[config.mk]
export PLATFORM = sky130hd
export DESIGN_NAME = dispatch_steer
export DESIGN_NICKNAME = d
export VERILOG_FILES = /design/src/rtl/dsteer_pkg.sv /design/src/rtl/dsteer_classify.sv /design/src/rtl/dsteer_satcnt.sv /design/src/rtl/dispatch_steer.sv
export SDC_FILE = /design/constraint.sdc
export NUM_CORES = 1
export LEC_CHECK = 0
export BUFFER_PORTS_ARGS = -buffer_cell sky130_fd_sc_hd__buf_2
export CORE_UTILIZATION = 55
export DETAILED_ROUTE_END_ITERATION = 6
export GPL_ROUTABILITY_DRIVEN = 0
export HOLD_SLACK_MARGIN = 0.02
export PLACE_DENSITY = 0.81
export SLEW_MARGIN = 40
export SYNTH_ARGS = -nofsm -noshare
export SYNTH_HDL_FRONTEND = slang
export SYNTH_SLANG_ARGS = --single-unit
[constraint.sdc]
create_clock -name clk -period 8.7 [get_ports clk]
set_clock_uncertainty 0.1 [all_clocks]
set_input_delay 0.435 -clock clk [delete_from_list [all_inputs] [get_ports clk]]
set_output_delay 0.435 -clock clk [all_outputs]
set_load 0.03 [all_outputs]
[src/rtl/dsteer_pkg.sv]
package dsteer_pkg;
    typedef enum logic [1:0] {ST_IDLE, ST_WALK, ST_HOLD} dstate_e;
    typedef enum logic [2:0] {
        K_DROP, K_FULL, K_LOAD, K_STORE, K_NSPEC, K_NOP, K_NORM
    } kind_e;
    localparam int NCNT     = 6;
    localparam int CI_DISP  = 0;
    localparam int CI_SQ    = 1;
    localparam int CI_FULL  = 2;
    localparam int CI_LOAD  = 3;
    localparam int CI_STORE = 4;
    localparam int CI_NSPEC = 5;
endpackage

[src/rtl/dsteer_classify.sv]
module dsteer_classify
    import dsteer_pkg::*;
(
    input  logic  sq,
    input  logic  ld,
    input  logic  st,
    input  logic  ns,
    input  logic  nop,
    input  logic  full,
    output kind_e kind
);
    // fixed priority order
    always_comb begin
        if (sq)        kind = K_DROP;
        else if (full) kind = K_FULL;
        else if (ld)   kind = K_LOAD;
        else if (st)   kind = K_STORE;
        else if (ns)   kind = K_NSPEC;
        else if (nop)  kind = K_NOP;
        else           kind = K_NORM;
    end
endmodule

[src/rtl/dsteer_satcnt.sv]
module dsteer_satcnt #(
    parameter int CNT_W = 32
) (
    input  logic             clk,
    input  logic             rst_n,
    input  logic             inc,
    output logic [CNT_W-1:0] cnt
);
    localparam logic [CNT_W-1:0] MAXV = {CNT_W{1'b1}};
    logic [CNT_W-1:0] cnt_q;

    always_ff @(posedge clk or negedge rst_n) begin
        if (!rst_n)                    cnt_q <= '0;
        else if (inc && cnt_q != MAXV) cnt_q <= cnt_q + 1'b1;
    end
    assign cnt = cnt_q;


    sat_hold_chk: assert property (@(posedge clk) disable iff (!rst_n)
        (cnt_q == MAXV) |=> (cnt_q == MAXV));

    step_one_chk: assert property (@(posedge clk) disable iff (!rst_n)
        (cnt_q != MAXV) |=> (cnt_q == $past(cnt_q) || cnt_q == $past(cnt_q) + 1'b1));
endmodule

[src/rtl/dispatch_steer.sv]
module dispatch_steer
    import dsteer_pkg::*;
#(
    parameter int SLOTS = 4,
    parameter int TAG_W = 8,
    parameter int CNT_W = 32,
    localparam int IW = $clog2(SLOTS + 1),
    localparam int SW = (SLOTS > 1) ? $clog2(SLOTS) : 1
) (
    input  logic               clk,
    input  logic               rst_n,
    input  logic               grp_valid,
    output logic               grp_ready,
    input  logic [IW-1:0]      grp_count,
    input  logic [SLOTS*TAG_W-1:0] grp_tag,
    input  logic [SLOTS-1:0]   grp_squash,
    input  logic [SLOTS-1:0]   grp_load,
    input  logic [SLOTS-1:0]   grp_store,
    input  logic [SLOTS-1:0]   grp_nspec,
    input  logic [SLOTS-1:0]   grp_nop,
    input  logic               iq_full,
    output logic [TAG_W-1:0]   out_tag,
    output logic               iq_wr,
    output logic               nsp_wr,
    output logic               ldq_wr,
    output logic               stq_wr,
    output logic               tail_adv,
    output logic               mark_issued,
    output logic               mark_executed,
    output logic               mark_commit,
    output logic               block_req,
    output logic               stall_req,
    output logic               done,
    output logic [CNT_W-1:0]   cnt_disp,
    output logic [CNT_W-1:0]   cnt_squash,
    output logic [CNT_W-1:0]   cnt_full,
    output logic [CNT_W-1:0]   cnt_load,
    output logic [CNT_W-1:0]   cnt_store,
    output logic [CNT_W-1:0]   cnt_nspec
);
    localparam logic [IW-1:0] SLOTS_V = IW'(SLOTS);

    dstate_e                state_q, state_d;
    logic [IW-1:0]          idx_q, idx_d, len_q;
    logic [SLOTS*TAG_W-1:0] tag_q;
    logic [SLOTS-1:0]       sq_q, ld_q, st_q, ns_q, nop_q;
    logic                   have;
    logic [SW-1:0]          sel;
    kind_e                  kind;
    logic [NCNT-1:0]        inc;
    logic [CNT_W-1:0]       cnt_bus [NCNT];

    assign have = (state_q == ST_WALK) && (idx_q < len_q);
    assign sel  = have ? idx_q[SW-1:0] : '0;

    dsteer_classify u_cls (
        .sq   (sq_q[sel]),
        .ld   (ld_q[sel]),
        .st   (st_q[sel]),
        .ns   (ns_q[sel]),
        .nop  (nop_q[sel]),
        .full (iq_full),
        .kind (kind)
    );

    // state register and captured group
    always_ff @(posedge clk or negedge rst_n) begin
        if (!rst_n) begin
            state_q <= ST_IDLE;
            idx_q   <= '0;
            len_q   <= '0;
            tag_q   <= '0;
            sq_q    <= '0;
            ld_q    <= '0;
            st_q    <= '0;
            ns_q    <= '0;
            nop_q   <= '0;
        end else begin
            state_q <= state_d;
            idx_q   <= idx_d;
            if (state_q == ST_IDLE && grp_valid) begin
                len_q <= (grp_count > SLOTS_V) ? SLOTS_V : grp_count;
                tag_q <= grp_tag;
                sq_q  <= grp_squash;
                ld_q  <= grp_load;
                st_q  <= grp_store;
                ns_q  <= grp_nspec;
                nop_q <= grp_nop;
            end
        end
    end

    // next state and outputs
    always_comb begin
        state_d       = state_q;
        idx_d         = idx_q;
        grp_ready     = 1'b0;
        iq_wr         = 1'b0;
        nsp_wr        = 1'b0;
        ldq_wr        = 1'b0;
        stq_wr        = 1'b0;
        tail_adv      = 1'b0;
        mark_issued   = 1'b0;
        mark_executed = 1'b0;
        mark_commit   = 1'b0;
        block_req     = 1'b0;
        stall_req     = 1'b0;
        done          = 1'b0;
        inc           = '0;
        unique case (state_q)
            ST_IDLE: begin
                grp_ready = 1'b1;
                if (grp_valid) begin
                    state_d = ST_WALK;
                    idx_d   = '0;
                end
            end
            ST_WALK: begin
                if (!have) begin
                    done    = 1'b1;
                    state_d = ST_IDLE;
                end else begin
                    unique case (kind)
                        K_DROP:  inc[CI_SQ] = 1'b1;
                        K_FULL: begin
                            block_req     = 1'b1;
                            stall_req     = 1'b1;
                            inc[CI_FULL]  = 1'b1;
                        end
                        K_LOAD: begin
                            ldq_wr = 1'b1;
                            iq_wr  = 1'b1;
                            inc[CI_LOAD] = 1'b1;
                            inc[CI_DISP] = 1'b1;
                        end
                        K_STORE: begin
                            stq_wr = 1'b1;
                            iq_wr  = 1'b1;
                            inc[CI_STORE] = 1'b1;
                            inc[CI_DISP]  = 1'b1;
                        end
                        K_NSPEC: begin
                            nsp_wr      = 1'b1;
                            mark_commit = 1'b1;
                            inc[CI_NSPEC] = 1'b1;
                        end
                        K_NOP: begin
                            tail_adv      = 1'b1;
                            mark_issued   = 1'b1;
                            mark_executed = 1'b1;
                            mark_commit   = 1'b1;
                        end
                        K_NORM: begin
                            iq_wr        = 1'b1;
                            inc[CI_DISP] = 1'b1;
                        end
                        default: ;
                    endcase
                    if (kind == K_FULL) begin
                        done    = 1'b1;
                        state_d = ST_HOLD;
                    end else if (idx_q == len_q - 1'b1) begin
                        done    = 1'b1;
                        state_d = ST_IDLE;
                    end else begin
                        idx_d = idx_q + 1'b1;
                    end
                end
            end
            ST_HOLD: begin
                stall_req = 1'b1;
                if (!iq_full) state_d = ST_IDLE;
            end
            default: state_d = ST_IDLE;
        endcase
    end

    assign out_tag = tag_q[sel*TAG_W +: TAG_W];

    for (genvar c = 0; c < NCNT; c++) begin : g_cnt
        dsteer_satcnt #(.CNT_W(CNT_W)) u_c (
            .clk   (clk),
            .rst_n (rst_n),
            .inc   (inc[c]),
            .cnt   (cnt_bus[c])
        );
    end
    assign cnt_disp   = cnt_bus[CI_DISP];
    assign cnt_squash = cnt_bus[CI_SQ];
    assign cnt_full   = cnt_bus[CI_FULL];
    assign cnt_load   = cnt_bus[CI_LOAD];
    assign cnt_store  = cnt_bus[CI_STORE];
    assign cnt_nspec  = cnt_bus[CI_NSPEC];


    no_write_full_chk: assert property (@(posedge clk) disable iff (!rst_n)
        iq_full |-> !(iq_wr || nsp_wr || ldq_wr || stq_wr || tail_adv));

    block_stall_chk: assert property (@(posedge clk) disable iff (!rst_n)
        block_req |=> (stall_req && !grp_ready));

    busy_after_accept_chk: assert property (@(posedge clk) disable iff (!rst_n)
        (grp_valid && grp_ready) |=> !grp_ready);

    load_pair_chk: assert property (@(posedge clk) disable iff (!rst_n)
        (ldq_wr || stq_wr) |-> iq_wr);

    done_ready_chk: assert property (@(posedge clk) disable iff (!rst_n)
        (done && !block_req) |=> grp_ready);

    one_path_chk: assert property (@(posedge clk) disable iff (!rst_n)
        $onehot0({ldq_wr, stq_wr, nsp_wr, tail_adv}));
endmodule

### Word level (Yosys, flattened, before mapping)

Index checks and enable logic that the tools add are counted.

| operators by class | value |
|---|---|
| div/mod/pow operators | 0 |
| shift operators | 1 |
| multiply operators | 0 |
| bitwise logic cells | 0 |
| reductions and logical operators | 15 |
| $lt $le $gt $ge | 3 |
| $add $sub $neg | 8 |
| equality and inequality tests | 21 |
| muxes and demuxes | 59 |

Operators by type and width:

| cell | count |
|---|---|
| adder 32 x 1 -> 32 bit (second input constant) | 6 |
| inequality test 32 bit (second input constant) | 6 |
| two-way mux 1 bit | 32 |
| variable part select 32 x 6 -> 8 bit | 1 |
| two-way mux 3 bit | 10 |
| two-way mux 2 bit | 7 |
| two-way mux 6 bit | 2 |
| binary-select mux 1 bit (select 2 bit) | 5 |
| inequality test 2 bit (second input constant) | 5 |
| == test 3 bit (second input constant) | 3 |
| logical AND 1 bit | 8 |
| == test 3 x 2 -> 1 bit (second input constant) | 2 |
| case mux 2 bit (3 select lines) | 1 |
| case mux 3 bit (2 select lines) | 1 |
| AND reduction 5 bit | 1 |
| inequality test 4 x 2 -> 1 bit (second input constant) | 1 |
| adder 3 x 1 -> 3 bit (second input constant) | 1 |
| == test 3 x 1 -> 1 bit (second input constant) | 1 |
| == test 3 bit | 1 |
| greater-than comparator 3 bit (second input constant) | 1 |
| logical NOT 3 bit | 1 |
| < comparator 2 x 3 -> 1 bit (second input constant) | 1 |
| < comparator 3 bit | 1 |
| AND reduction 3 bit | 1 |
| 8 further kinds | 8 |

| word-level totals | value |
|---|---|
| bits in latches | 0 |
| memories kept | 0 |
| output and inout port bits | 212 |
| logic and storage cells | 122 |
| memory bits (writable) | 0 |
| bits of input ports | 59 |
| bits in read-only memories | 0 |
| register bits after elaboration | 252 |

### Depth between registers and ports, before layout

| logic depth | value |
|---|---|
| depth in word-level cells | 17 |
| depth in mapped cells | 13 |
| depth with buffers taken out | 10 |

### Modules after synthesis

A second synthesis with hierarchy kept.

| unflattened totals | value |
|---|---|
| cell total of the unflattened synthesis | 1153 |
| area total of the unflattened synthesis | 12831.1 um^2 |

Modules (own cells, without submodules):

| module | sequential area each (um^2) | area each (um^2) | times used | cells each |
|---|---|---|---|---|
| dsteer_satcnt at g_cnt[0].u_c ... | 800.8 | 1624.1 | 5 | 151 |
| dispatch_steer | 1501.4 | 3041.7 | 1 | 237 |
| dsteer_satcnt at g_cnt[5].u_c | 800.8 | 1617.8 | 1 | 153 |
| dsteer_classify | 0.0 | 51.3 | 1 | 8 |

### Worst setup path before layout

OpenSTA, ideal clock, no wires.

| timing | value |
|---|---|
| path kind | register to output |
| start | register idx_q[0] |
| end | output mark_issued |
| path slack | 4922 ps |
| stages on the path, launching flop included | 14 |
| data required time | 8165 ps |
| data arrival time | 3243 ps |
| buffers on the path | 4 |
| cells stage by stage | dfrtp_1 inv_1 clkbuf_1 ha_1 nand3b_1 and3_1 buf_2 mux2i_1 a221o_1 a211o_1 buf_2 nor2_1 o21a_1 buf_4 |

| between the ends | value |
|---|---|
| cells in the longest elaborated chain, start to end | 15 |
| elaborated cells between the ends (all ways) | 23 |
| those cells by class | 1 x order compare; 1 x eq/ne; 20 x mux; 1 x reduce/logical |

Ends and longest elaborated chain:

| item | line | RTL |
|---|---|---|
| start, declared | dispatch_steer.sv:44 | `logic [IW-1:0] idx_q, idx_d, len_q;` |
| start signal, assigned | dispatch_steer.sv:80 | `idx_q <= idx_d;` |
| < comparator 3 bit | dispatch_steer.sv:53 | `assign have = (state_q == ST_WALK) && (idx_q < len_q);` |
| logical AND 1 bit | dispatch_steer.sv:53 |  |
| two-way mux 2 bit | dispatch_steer.sv:54 | `assign sel = have ? idx_q[SW-1:0] : '0;` |
| binary-select mux 1 bit (select 2 bit) | dispatch_steer.sv:61 | `.nop (nop_q[sel]),` |
| two-way mux 1 bit (implied by the code) | dispatch_steer.sv:61 |  |
| two-way mux 2 bit | dsteer_classify.sv:19 | `else if (nop) kind = K_NOP;` |
| two-way mux 3 bit | dsteer_classify.sv:18 | `else if (ns) kind = K_NSPEC;` |
| two-way mux 3 bit | dsteer_classify.sv:17 | `else if (st) kind = K_STORE;` |
| two-way mux 3 bit | dsteer_classify.sv:16 | `else if (ld) kind = K_LOAD;` |
| two-way mux 3 bit | dsteer_classify.sv:15 | `else if (full) kind = K_FULL;` |
| two-way mux 3 bit | dsteer_classify.sv:14 | `if (sq) kind = K_DROP;` |
| == test 3 bit | n/a |  |
| two-way mux 1 bit | n/a |  |
| two-way mux 1 bit (*) (2 in a row) | n/a |  |
| end, declared | dispatch_steer.sv:28 | `output logic mark_issued,` |

Every way passes the cells marked *; elsewhere a longest branch is shown, timed or not. The select of a mux whose other input is x is not followed.

### Worst setup path after layout

| timing | value |
|---|---|
| start | register idx_q[0] |
| end | output mark_executed |

| between the ends | value |
|---|---|
| cells in the longest elaborated chain, start to end | 15 |
| elaborated cells between the ends (all ways) | 23 |
| those cells by class | 1 x order compare; 1 x eq/ne; 20 x mux; 1 x reduce/logical |

Ends and longest elaborated chain:

| item | line | RTL |
|---|---|---|
| < comparator 3 bit | dispatch_steer.sv:53 |  |
| logical AND 1 bit | dispatch_steer.sv:53 |  |
| two-way mux 2 bit | dispatch_steer.sv:54 |  |
| binary-select mux 1 bit (select 2 bit) | dispatch_steer.sv:61 |  |
| two-way mux 1 bit (implied by the code) | dispatch_steer.sv:61 |  |
| two-way mux 2 bit | dsteer_classify.sv:19 |  |
| two-way mux 3 bit | dsteer_classify.sv:18 |  |
| two-way mux 3 bit | dsteer_classify.sv:17 |  |
| two-way mux 3 bit | dsteer_classify.sv:16 |  |
| two-way mux 3 bit | dsteer_classify.sv:15 |  |
| two-way mux 3 bit | dsteer_classify.sv:14 |  |
| == test 3 bit | dispatch_steer.sv:123 | `unique case (kind)` |
| two-way mux 1 bit | dispatch_steer.sv:123 |  |
| two-way mux 1 bit (*) | dispatch_steer.sv:119 | `if (!have) begin` |
| two-way mux 1 bit (*) | dispatch_steer.sv:110 | `unique case (state_q)` |
| end, declared | dispatch_steer.sv:29 | `output logic mark_executed,` |

Marked as above.

==> key figures <==
Clock network
  – Skew-Pair Late Insertion Delay: 0.53 ns
  – Post-CTS Repair Setup Buffers: 0
  – CTS tree: yes
  – Clock sink count: 252
  – Clk root buf: clkbuf_16
  – Htree depth: 1
  – Total CTS buffers: 28
  – Reg clk slew, reported paths: 0.06 ns
  – CTS max path bufs: 3

Pwr
  – Peak supply drop: 0.2896 mV
  – Seq pwr share: 40.0%
  – Leak pwr: 7.284 nW
  – Power Density: 258.1 nW/µm²
  – Clock power share: 31.7%
  – Net Sw Frac: 33.86%
  – Int Power: 2.511 mW
  – Sw Pwr: 1.285 mW
  – Gate power share: 28.3%

Drt
  – Final wirelength: 28,440 µm
  – Final ANT Viol Nets: 0
  – 1st-iter DRT viols: 435
  – DR pass1 iterations: 5
  – Vias per cell: 5.553
  – Via count: 9,234
  – DRC viols: 0
  – WL/cell: 17.10 µm

Global route
  – Total GRT Usage: 25.12%
  – Number of global-route vias before repair: 8,836
  – Initial antenna violation count: 11
  – Total gr overflow: 0
  – Global-route wire length before repair: 44,900 µm
  – Pin count of the biggest net entering global routing: 112

Setup path
  – Crit-path cells: inv_1 > ha_1 > nand3b_1 > nand3_1 > nand2_1 > and3_1 > a211o_1 > nor2_1 > o21a_1 > buf_2
  – R2r setup slk: 4.68 ns
  – Crit start category: register
  – Buffers and inverters on the worst path: 2
  – CP startpoint: idx_q[0]$_DFFE_PN0P_
  – Crit. path cell count: 10
  – Reg2reg end: g_cnt[4].u_c.cnt[29]$_DFFE_PN0P_
  – Top delay family on crit path: simple AND/OR/NAND/NOR gates
  – Kind of critical path: reg -> out
  – Critical Path End: mark_executed
  – Critical path arrival: 4.05 ns
  – Path depth of the worst reg2reg path: 10
  – Critical Path RT: 8.17 ns
  – Critical Path Fanout Max: 30
  – FF-to-FF Start: idx_q[0]$_DFFE_PN0P_
  – Max incr delay on CP: 0.70 ns
  – Slowest CP cell: dfrtp_2
  – Crit end category: primary output

Synthesis
  – Netlist cell types: 55
  – Synth Flop Type: dfrtp_1
  – Number of synthesized flops with an enable pin: 0
  – #FFs+latches synth: 252
  – Post-Syn Instances: 1,070
  – Top cells by area, synth: dfrtp_1 (53%), xnor2_1 (10%), mux2_2 (6.5%)
  – Synth top area share: 52.84%
  – Mapped Nets: 1,143
  – Syn_area_per_cell: 11.15 µm²
  – Asr flop ratio synth: 100.0%
  – Seq/Total Area, Yosys: 52.84%
  – Yosys warning count: 0
  – Area leader, netlist: dfrtp_1
  – Mapped Area: 11,930 µm²

Placed design
  – Placement Setup Slack: 4.297 ns
  – Port bufs: 270
  – Cell count after placement: 1,586
  – Detailed placer's ending HPWL: 20,260 µm

Final layout
  – Fin cells: 1,663
  – Share of layout cells above drive strength 1: 29.57%
  – Finished Core Util: 69.53%
  – Area growth, synth to finish: 23.25%
  – Layout net count: 1,433

Timing
  – Worst-Margin Slew: 0.8291 ns
  – Final setup TNS: 0 ns
  – Hold Vio Cnt, Final: 0
  – Max Fclk: 218.3 MHz
  – Slew Limit Headroom: 44.57%
  – Setup ws final: 4.120 ns
  – Max-slew violation total from the final report: 0
  – Clock period minus worst slack: 4.580 ns
  – RSZ-0062 raised after global routing: false
  – Final setup fails: 0
  – Final period util: 52.65%

Run status
  – Status: completed

Floorplanning
  – Die width: 149.3 µm
  – Initial core utilization: 56.41%
  – Die Span Y: 149.3 µm
  – Total core area: 21,150 µm²
  – # IOs: 271
  – Die area: 22,290 µm²
  – Num rows: 53

Flow run
  – Max cap viols: 0

Hold path
  – Hold depth: 2
  – Worst Hold Class: in -> reg
-- power by group through the flow --
stage	registers (mW)	clock network, mW	logic [mW]
2_1_floorplan	1.55	0	0.735
3_3_place_gp	1.53	0	1.03
3_5_place_dp	1.53	0	1.06
4_1_cts	1.51	1.23	1.08
5_1_grt	1.54	1.27	1.17
6_report	1.52	1.20	1.08
-- placed cells by master (no fill, tap or decap), types with 4 or more instances in the layout --
cell / count
nand4_1: 58
and2_1: 7
dfrtp_1: 251
nor2_1: 58
nand2b_1: 9
a21oi_1: 12
inv_1: 30
clkbuf_1: 6
nor2b_1: 5
nand2_1: 68
xnor2_1: 140
and4_1: 14
nor4_1: 4
dlygate4sd3_1: 18
a32oi_1: 4
and3_1: 58
clkbuf_16: 29
mux2_2: 69
a31oi_1: 4
or3_1: 4
clkinv_2: 5
ha_1: 14
clkbuf_8: 4
xor2_1: 48
buf_2: 269
nand3_1: 84
nor3_1: 22
o21ai_0: 17
diode_2: 8
a22oi_1: 7
-- synth_stat cells, drive strengths merged (3+ instances only) --
master	count
nor3b	3
a22oi	7
a32oi	4
or4	3
nor3	28
and2	7
nand2	70
nor2b	5
mux2	69
nor4	4
ha	14
o2111ai	3
mux2i	3
o21a	3
and3	58
o21ai	17
nand4	58
xnor2	140
a31oi	4
clkbuf	22
nor2	58
xor2	48
buf	11
and4b	3
inv	30
and4	14
nand2b	9
a21oi	12
nand3	87
dfrtp	252
or3	4
-- registers in the layout, summed over array words and instances, names as in the netlist --
register and cells:
st_q 4, nop_q 4, sq_q 4, ns_q 4, g_cnt.u_c.cnt 192, len_q 3
tag_q 32, idx_q 3, state_q 2, ld_q 4
-- layer usage --
metal	routed length, µm	share of wire, %	track usage [%]
met5	24	0.084	0
met1	12210	43	33.54
met3	1619	5.7	3.976
met2	13760	48	41.05
met4	828	2.9	9.949
-- layout make-up --
cell class | instances | area [µm²]
Antenna cell | 8 | 20.02
Clock buffer | 39 | 803.3
Clock inverter | 11 | 141.4
Fill cell | 1573 | 6445
Inverter | 30 | 112.6
Multi-Input combinational cell | 755 | 5374
Sequential cell | 252 | 6307
Tap cell | 275 | 344.1
Timing Repair Buffer | 293 | 1607
-- stage by stage --
step                hold WS, ns  instance area [µm²]  power [mW]
floorplan               0.03941                11930       2.288
global placement         0.3670                13520       2.557
detailed placement       0.3700                13530       2.594
CTS                     0.02035                14660       3.815
global route            0.02816                14710       3.979
finish                  0.03756                14710       3.797
-- logic make-up (layout without fill, tap and decap cells) --
logic type,count (synthesis),after routing,synth area share [%]
AOI/OAI and AO/OA,62,62,3.523
xor gates and xnor gates,188,188,13.80
adders and majority gates,14,14,1.468
buffers and inverters,63,373,2.202
DFF,252,252,52.84
muxes,73,73,6.951
other,0,8,0
and+or+nand+nor,418,418,19.22
-- worst min-delay path by stage --
stage                              start                         endpoint  slack [ns]
floorplan                          rst_n  g_cnt[0].u_c.cnt[0]$_DFFE_PN0P_        0.04
global placement    len_q[1]$_DFFE_PN0P_             len_q[1]$_DFFE_PN0P_        0.37
detailed placement  len_q[1]$_DFFE_PN0P_             len_q[1]$_DFFE_PN0P_        0.37
CTS                          grp_tag[21]            tag_q[21]$_DFFE_PN0P_        0.02
global route                 grp_tag[21]            tag_q[21]$_DFFE_PN0P_        0.03
finish                       grp_tag[28]            tag_q[28]$_DFFE_PN0P_        0.04
-- timing repair --
item | in CTS | in global routing
resized for setup | 0 | 0
hold buffers | 18 | 0
endpoints found under the hold margin | 126 | 0
Note: power is estimated with default switching activity, not from simulation.
